<file path="src/rtl/wdog_crit_pkg.sv">
package wdog_crit_pkg;
  typedef enum logic [1:0] {
    RD_NONE   = 2'd0,
    RD_ENTRY  = 2'd1,
    RD_RETURN = 2'd2
  } redirect_e;
endpackage

</file>
<file path="src/rtl/wdog_stat_reg.sv">
module wdog_stat_reg #(
  parameter int DW      = 32,
  parameter int WIS_BIT = 30
) (
  input  logic          clk_i,
  input  logic          rst_ni,
  input  logic          set_i,
  input  logic          wr_i,
  input  logic [DW-1:0] wmask_i,
  output logic [DW-1:0] tsr_o,
  output logic          wis_o
);
  logic [DW-1:0] tsr_q, set_vec, clr_vec;

  // only the watchdog bit has a hardware set source
  always_comb begin
    set_vec = '0;
    set_vec[WIS_BIT] = set_i;
    clr_vec = wr_i ? wmask_i : '0;
  end

  // set dominates a same-cycle clear
  always_ff @(posedge clk_i or negedge rst_ni) begin
    if (!rst_ni) tsr_q <= '0;
    else         tsr_q <= (tsr_q & ~clr_vec) | set_vec;
  end

  assign tsr_o = tsr_q;
  assign wis_o = tsr_q[WIS_BIT];


  set_wins_chk: assert property (@(posedge clk_i) disable iff (!rst_ni)
    set_i |=> wis_o);

  w1c_clear_chk: assert property (@(posedge clk_i) disable iff (!rst_ni)
    (wr_i && wmask_i[WIS_BIT] && !set_i) |=> !wis_o);

  sticky_chk: assert property (@(posedge clk_i) disable iff (!rst_ni)
    (!set_i && !(wr_i && wmask_i[WIS_BIT])) |=> $stable(wis_o));
endmodule

</file>
<file path="src/rtl/wdog_vec_gen.sv">
module wdog_vec_gen #(
  parameter int DW    = 32,
  parameter int PFX_W = 16,
  parameter int OFF_W = 12
) (
  input  logic [PFX_W-1:0] prefix_i,
  input  logic [OFF_W-1:0] offset_i,
  output logic [DW-1:0]    vec_o
);
  localparam int ALIGN_W = DW - PFX_W - OFF_W;

  assign vec_o = {prefix_i, offset_i, {ALIGN_W{1'b0}}};


  always_comb begin
    vec_align_chk: assert (vec_o[ALIGN_W-1:0] == '0);
  end
endmodule

</file>
<file path="src/rtl/wdog_crit_state.sv">
module wdog_crit_state #(
  parameter int DW     = 32,
  parameter int CE_BIT = 17,
  parameter int ME_BIT = 12
) (
  input  logic          clk_i,
  input  logic          rst_ni,
  input  logic          take_i,
  input  logic          rfci_i,
  input  logic          msr_wr_i,
  input  logic [DW-1:0] msr_wdata_i,
  input  logic [DW-1:0] next_pc_i,
  output logic [DW-1:0] msr_o,
  output logic [DW-1:0] csrr0_o,
  output logic [DW-1:0] csrr1_o
);
  localparam logic [DW-1:0] KEEP_MASK = {{(DW-1){1'b0}}, 1'b1} << ME_BIT;

  logic [DW-1:0] msr_q, csrr0_q, csrr1_q;

  // entry > return > software load
  always_ff @(posedge clk_i or negedge rst_ni) begin
    if (!rst_ni) begin
      msr_q   <= '0;
      csrr0_q <= '0;
      csrr1_q <= '0;
    end else if (take_i) begin
      csrr0_q <= next_pc_i;
      csrr1_q <= msr_q;
      msr_q   <= msr_q & KEEP_MASK;
    end else if (rfci_i) begin
      msr_q   <= csrr1_q;
    end else if (msr_wr_i) begin
      msr_q   <= msr_wdata_i;
    end
  end

  assign msr_o   = msr_q;
  assign csrr0_o = csrr0_q;
  assign csrr1_o = csrr1_q;


  save_pc_chk: assert property (@(posedge clk_i) disable iff (!rst_ni)
    take_i |=> csrr0_o == $past(next_pc_i));

  save_msr_chk: assert property (@(posedge clk_i) disable iff (!rst_ni)
    take_i |=> csrr1_o == $past(msr_o));

  entry_msr_chk: assert property (@(posedge clk_i) disable iff (!rst_ni)
    take_i |=> (!msr_o[CE_BIT] && msr_o[ME_BIT] == $past(msr_o[ME_BIT])
                && $countones(msr_o) <= 1));

  restore_chk: assert property (@(posedge clk_i) disable iff (!rst_ni)
    (rfci_i && !take_i) |=> msr_o == $past(csrr1_o));

  load_chk: assert property (@(posedge clk_i) disable iff (!rst_ni)
    (msr_wr_i && !take_i && !rfci_i) |=> msr_o == $past(msr_wdata_i));
endmodule

</file>
<file path="src/rtl/wdog_crit_entry.sv">
module wdog_crit_entry
  import wdog_crit_pkg::*;
#(
  parameter int DW      = 32,
  parameter int CE_BIT  = 17,
  parameter int ME_BIT  = 12,
  parameter int WIS_BIT = 30,
  parameter int PFX_W   = 16,
  parameter int OFF_W   = 12
) (
  input  logic             clk_i,
  input  logic             rst_ni,
  input  logic             wd_event_i,
  input  logic             wd_irq_en_i,
  input  logic             hi_pri_pend_i,
  input  logic [DW-1:0]    next_pc_i,
  input  logic [PFX_W-1:0] vec_prefix_i,
  input  logic [OFF_W-1:0] vec_offset_i,
  input  logic             msr_wr_i,
  input  logic [DW-1:0]    msr_wdata_i,
  input  logic             stat_wr_i,
  input  logic [DW-1:0]    stat_wdata_i,
  input  logic             rfci_i,
  output logic             take_o,
  output logic             redirect_o,
  output logic [DW-1:0]    pc_o,
  output logic [DW-1:0]    csrr0_o,
  output logic [DW-1:0]    csrr1_o,
  output logic [DW-1:0]    msr_o,
  output logic [DW-1:0]    tsr_o,
  output logic             crit_en_o
);
  logic          wis;
  logic [DW-1:0] vec;
  redirect_e     cause;

  wdog_stat_reg #(.DW(DW), .WIS_BIT(WIS_BIT)) u_stat (
    .clk_i, .rst_ni,
    .set_i   (wd_event_i),
    .wr_i    (stat_wr_i),
    .wmask_i (stat_wdata_i),
    .tsr_o   (tsr_o),
    .wis_o   (wis)
  );

  wdog_vec_gen #(.DW(DW), .PFX_W(PFX_W), .OFF_W(OFF_W)) u_vec (
    .prefix_i (vec_prefix_i),
    .offset_i (vec_offset_i),
    .vec_o    (vec)
  );

  wdog_crit_state #(.DW(DW), .CE_BIT(CE_BIT), .ME_BIT(ME_BIT)) u_state (
    .clk_i, .rst_ni,
    .take_i      (take_o),
    .rfci_i      (rfci_i),
    .msr_wr_i    (msr_wr_i),
    .msr_wdata_i (msr_wdata_i),
    .next_pc_i   (next_pc_i),
    .msr_o       (msr_o),
    .csrr0_o     (csrr0_o),
    .csrr1_o     (csrr1_o)
  );

  assign crit_en_o = msr_o[CE_BIT];
  assign take_o    = wis & wd_irq_en_i & crit_en_o & ~hi_pri_pend_i;

  always_comb begin
    if (take_o)      cause = RD_ENTRY;
    else if (rfci_i) cause = RD_RETURN;
    else             cause = RD_NONE;
  end

  always_comb begin
    unique case (cause)
      RD_ENTRY:  pc_o = vec;
      RD_RETURN: pc_o = csrr0_o;
      default:   pc_o = '0;
    endcase
  end

  assign redirect_o = (cause != RD_NONE);


  single_take_chk: assert property (@(posedge clk_i) disable iff (!rst_ni)
    take_o |=> !take_o);

  take_needs_status_chk: assert property (@(posedge clk_i) disable iff (!rst_ni)
    take_o |-> tsr_o[WIS_BIT]);

  return_pc_chk: assert property (@(posedge clk_i) disable iff (!rst_ni)
    (rfci_i && !take_o) |-> (redirect_o && pc_o == csrr0_o));
endmodule

</file>
<file path="config.mk">
export PLATFORM = sky130hd
export DESIGN_NAME = wdog_crit_entry
export DESIGN_NICKNAME = d
export VERILOG_FILES = /design/src/rtl/wdog_crit_pkg.sv /design/src/rtl/wdog_stat_reg.sv /design/src/rtl/wdog_vec_gen.sv /design/src/rtl/wdog_crit_state.sv /design/src/rtl/wdog_crit_entry.sv
export SDC_FILE = /design/constraint.sdc
export NUM_CORES = 1
export LEC_CHECK = 0
export BUFFER_PORTS_ARGS = -buffer_cell sky130_fd_sc_hd__buf_2
export CAP_MARGIN = 5
export CORE_MARGIN = 4
export CORE_UTILIZATION = 45
export CTS_BUF_LIST = sky130_fd_sc_hd__clkbuf_4 sky130_fd_sc_hd__clkbuf_8 sky130_fd_sc_hd__clkbuf_16
export DETAILED_ROUTE_END_ITERATION = 8
export GPL_TIMING_DRIVEN = 0
export PLACE_DENSITY = 0.78
export SLEW_MARGIN = 0
export SYNTH_ARGS = -nofsm -noshare
export SYNTH_HDL_FRONTEND = slang
export SYNTH_HIERARCHICAL = 1
export SYNTH_SLANG_ARGS = --single-unit
export TNS_END_PERCENT = 30
</file>
<file path="constraint.sdc">
create_clock -name clk_i -period 1.8 [get_ports clk_i]
set_clock_uncertainty 0.1 [all_clocks]
set_input_delay 0.18 -clock clk_i [delete_from_list [all_inputs] [get_ports clk_i]]
set_output_delay 0.18 -clock clk_i [all_outputs]
set_load 0.01 [all_outputs]
</file>
==> results.ini <==
[sta]
period_share = 1.08
hold_viol_final = 0
final-setup-viol-count = 40
period_needed_ps = 1940
final_max_slew_viol_count = 0
worst_slew_pin_slew_ps = 559
rsz0062_at_grt = true
relSlewSlack = 0.628
hold_ws_ps = 43.9
fin_setup_tns_ps = -2750
fin_ws_ps = -142
clock.fmax_mhz = 515

[power_and_ir_drop]
p_comb_frac = 0.333
sw_frac_of_total = 0.323
power.internal_mw = 8.49
power.net_switching_mw = 4.04
ir_drop_mv = 0.805
p_per_area_nw_per_um2 = 1340
power_mw = 12.5
p_clk_frac = 0.301
power_frac_seq = 0.366
p_leak_nw = 4.92

[logic_synthesis]
synth_top_area_share = 0.514
ys_async_sr_fraction = 1.00
synth_top_area_cell = dfrtp_1
syn_inst = 491
syn_area_sq_um = 6230
synth_area_leaders = dfrtp_1 (51%), mux2i_1 (10%), mux2_2 (10%)
synth_flop_cell = dfrtp_1
ys_types = 26
ys_top_cells_by_count = dfrtp_1 (128), mux2i_1 (63), mux2_2 (56)
synth_most_common_cell = dfrtp_1
yosys_warnings = 6
synth-edff-count = 0
ys_ff_latch = 128
synth-seq-area-share = 0.514
syn_area_per_cell_sq_um = 12.7

[cells_and_area]
areaGrowthSynthToFinish_pct = 50.2
diodes = 0
drive_above_1_share = 0.531
final_cells = 1042
nNetsFinal = 985
post-route-util = 0.698

[min_path]
holdCritPathClass = input pin to flip-flop
hold_start = msr_wr_i

[setup_path]
start_kind = flip-flop
cp_cell_sequence = nand4b_1, buf_6, buf_12, mux2i_2, buf_2
cp_max_fo = 10
cp.arrival_ps = 1660
r2r_start = u_state/msr_o[17]
slowest_stage = dfrtp_2
path_delay_family = buffers and inverters
required_ps = 1520
worst-setup-path-type = flip-flop to output port
startpoint = u_state/msr_o[17]
crit_buf_inv = 3
cpPeakStageDelay_ps = 420
critPathCaptureType = output port

[global_routing]
grt_usage = 0.236
antenna_found_initial = 0
gr-total-overflow = 0
grt_pass1_vias = 5658
grt_max_degree = 70
grt_pass1_wl_um = 29800

[drt]
postRouteAntennaNets = 0
wl_per_cell_um = 18.1
drc_errors = 0
routed_wirelength_um = 18900
routed_via_density = 4.96
vias = 5168
detail_route.first_pass.iterations = 8
initialDrtViolationCount = 218

[clock_network]
clock_latency_ps = 410
cts_root_buffer = clkbuf_16
cts_max_path_buffers = 2
tritoncts = done
path_clk_slew_ps = 60
cts.sinks = 128
numCtsBuffers = 17
htree_levels = 4

[floorplan]
die_area_sq_um = 15800
core.rowCount = 42
die_h_um = 126
dieWidth_um = 126
coreArea_sq_um = 13400
io_pins = 295
initial_core_util = 0.465

[status]
outcome = complete, but fails checks
violations = negative setup slack

[placed_design]
port_buffers = 265
place_inst = 936
dpl.hpwl_um = 13000
gp_congestion = 0.914

[run]
cap_viol_max_count = 0

## cell usage in the layout (no fill, tap or decap), drive strengths merged
cell type | synthesis | routed
dlygate4sd3 | 0 | 68
dfrtp | 128 | 128
inv | 35 | 36
nand4b | 1 | 1
a21o | 1 | 1
a21boi | 31 | 31
clkinvlp | 0 | 3
bufbuf | 0 | 1
o21ai | 1 | 1
bufinv | 0 | 5
nand4 | 1 | 1
or3b | 1 | 1
or2b | 1 | 1
nor2b | 31 | 31
buf | 59 | 330
mux2i | 63 | 63
a211oi | 31 | 31
nand3b | 1 | 1
mux2 | 63 | 63
clkinv | 0 | 4
conb | 1 | 4
nand2 | 34 | 34
nand4bb | 1 | 1
clkbuf | 7 | 26
## sequential cells by signal (all words and copies together) (netlist names)
| name | count |
|---|---|
| u_stat/tsr_o | 32 |
| u_state/csrr0_o | 32 |
| u_state/csrr1_o | 32 |
| u_state/msr_o | 32 |
## timing repair
action | 4_1_cts | 5_1_grt
gates resized for setup | 18 | 16
gates cloned | 1 | 0
hold endpoints to repair | 124 | 0
endpoints found under the setup margin | 128 | 127
setup buffers | 4 | 1
hold buffers | 68 | 0
## worst paths after layout
| kind | endpoint | slack (ps) | cells past startpoint |
|---|---|---|---|
| setup / recovery | pc_o[6] | -140 | 5 |
| hold / removal | u_state/msr_o[12] | 40 | 3 |
| setup reg to reg | u_state/csrr1_o[20] | -50 | 7 |
| hold reg to reg | u_state/csrr1_o[3] | 410 | 1 |
| max in group asynchronous | u_stat/tsr_o[30] | 630 | 3 |
| min in group asynchronous | u_state/msr_o[16] | 220 | 2 |
## final cells by class
cell class	count	area, sq um
flip-flops and latches	128	3210
well taps	176	220
repair buffers	340	2110
inverters	35	134
clock inverters	13	209
plain buffers	66	637
fillers	916	4040
clock buffers	19	447
multi-input cells	265	2390
## stage by stage
| stage | worst slack (ps) | cell area [sq um] |
|---|---|---|
| final | -142 | 9360 |
| after global routing | -214 | 9360 |
| after CTS | -160 | 9300 |
| after detailed placement | -181 | 7830 |
| after global placement | -1100 | 7790 |
| after floorplan | 8.44 | 6240 |
## per-layer routing
layer / track usage / part of all wire
met1: 0.266 / 0.38
met4: 0.0995 / 0.030
met5: 0 / 0
met2: 0.419 / 0.52
met3: 0.0694 / 0.069
## power by group through the flow
stage               combinational, mW  clock (mW)  sequential, mW
global placement                 3.82           0            4.54
CTS                              4.13        3.84            4.59
floorplan                        1.73           0            4.93
finish                           4.18        3.77            4.59
detailed placement               3.91           0            4.63
global route                     4.48        3.97            4.73
## kinds of logic (layout without fill, tap and decap cells)
| kind of cell | count (synthesis) | in the layout | share of synthesized area |
|---|---|---|---|
| AO/OA/AOI/OAI | 64 | 64 | 0.101 |
| buffers and inverters | 101 | 473 | 0.110 |
| multiplexers | 126 | 126 | 0.215 |
| other | 1 | 4 | 0.000602 |
| flip-flops | 128 | 128 | 0.514 |
| AND/OR/NAND/NOR | 71 | 71 | 0.0597 |
## worst register-to-register path: stages (launching register included)
cell and delay [ps]:
dfrtp_2 380, nand4b_1 130, buf_6 160, buf_12 150, inv_4 70, buf_12 140, bufbuf_16 280, mux2_2 330
(Power assumes the default switching activity.)
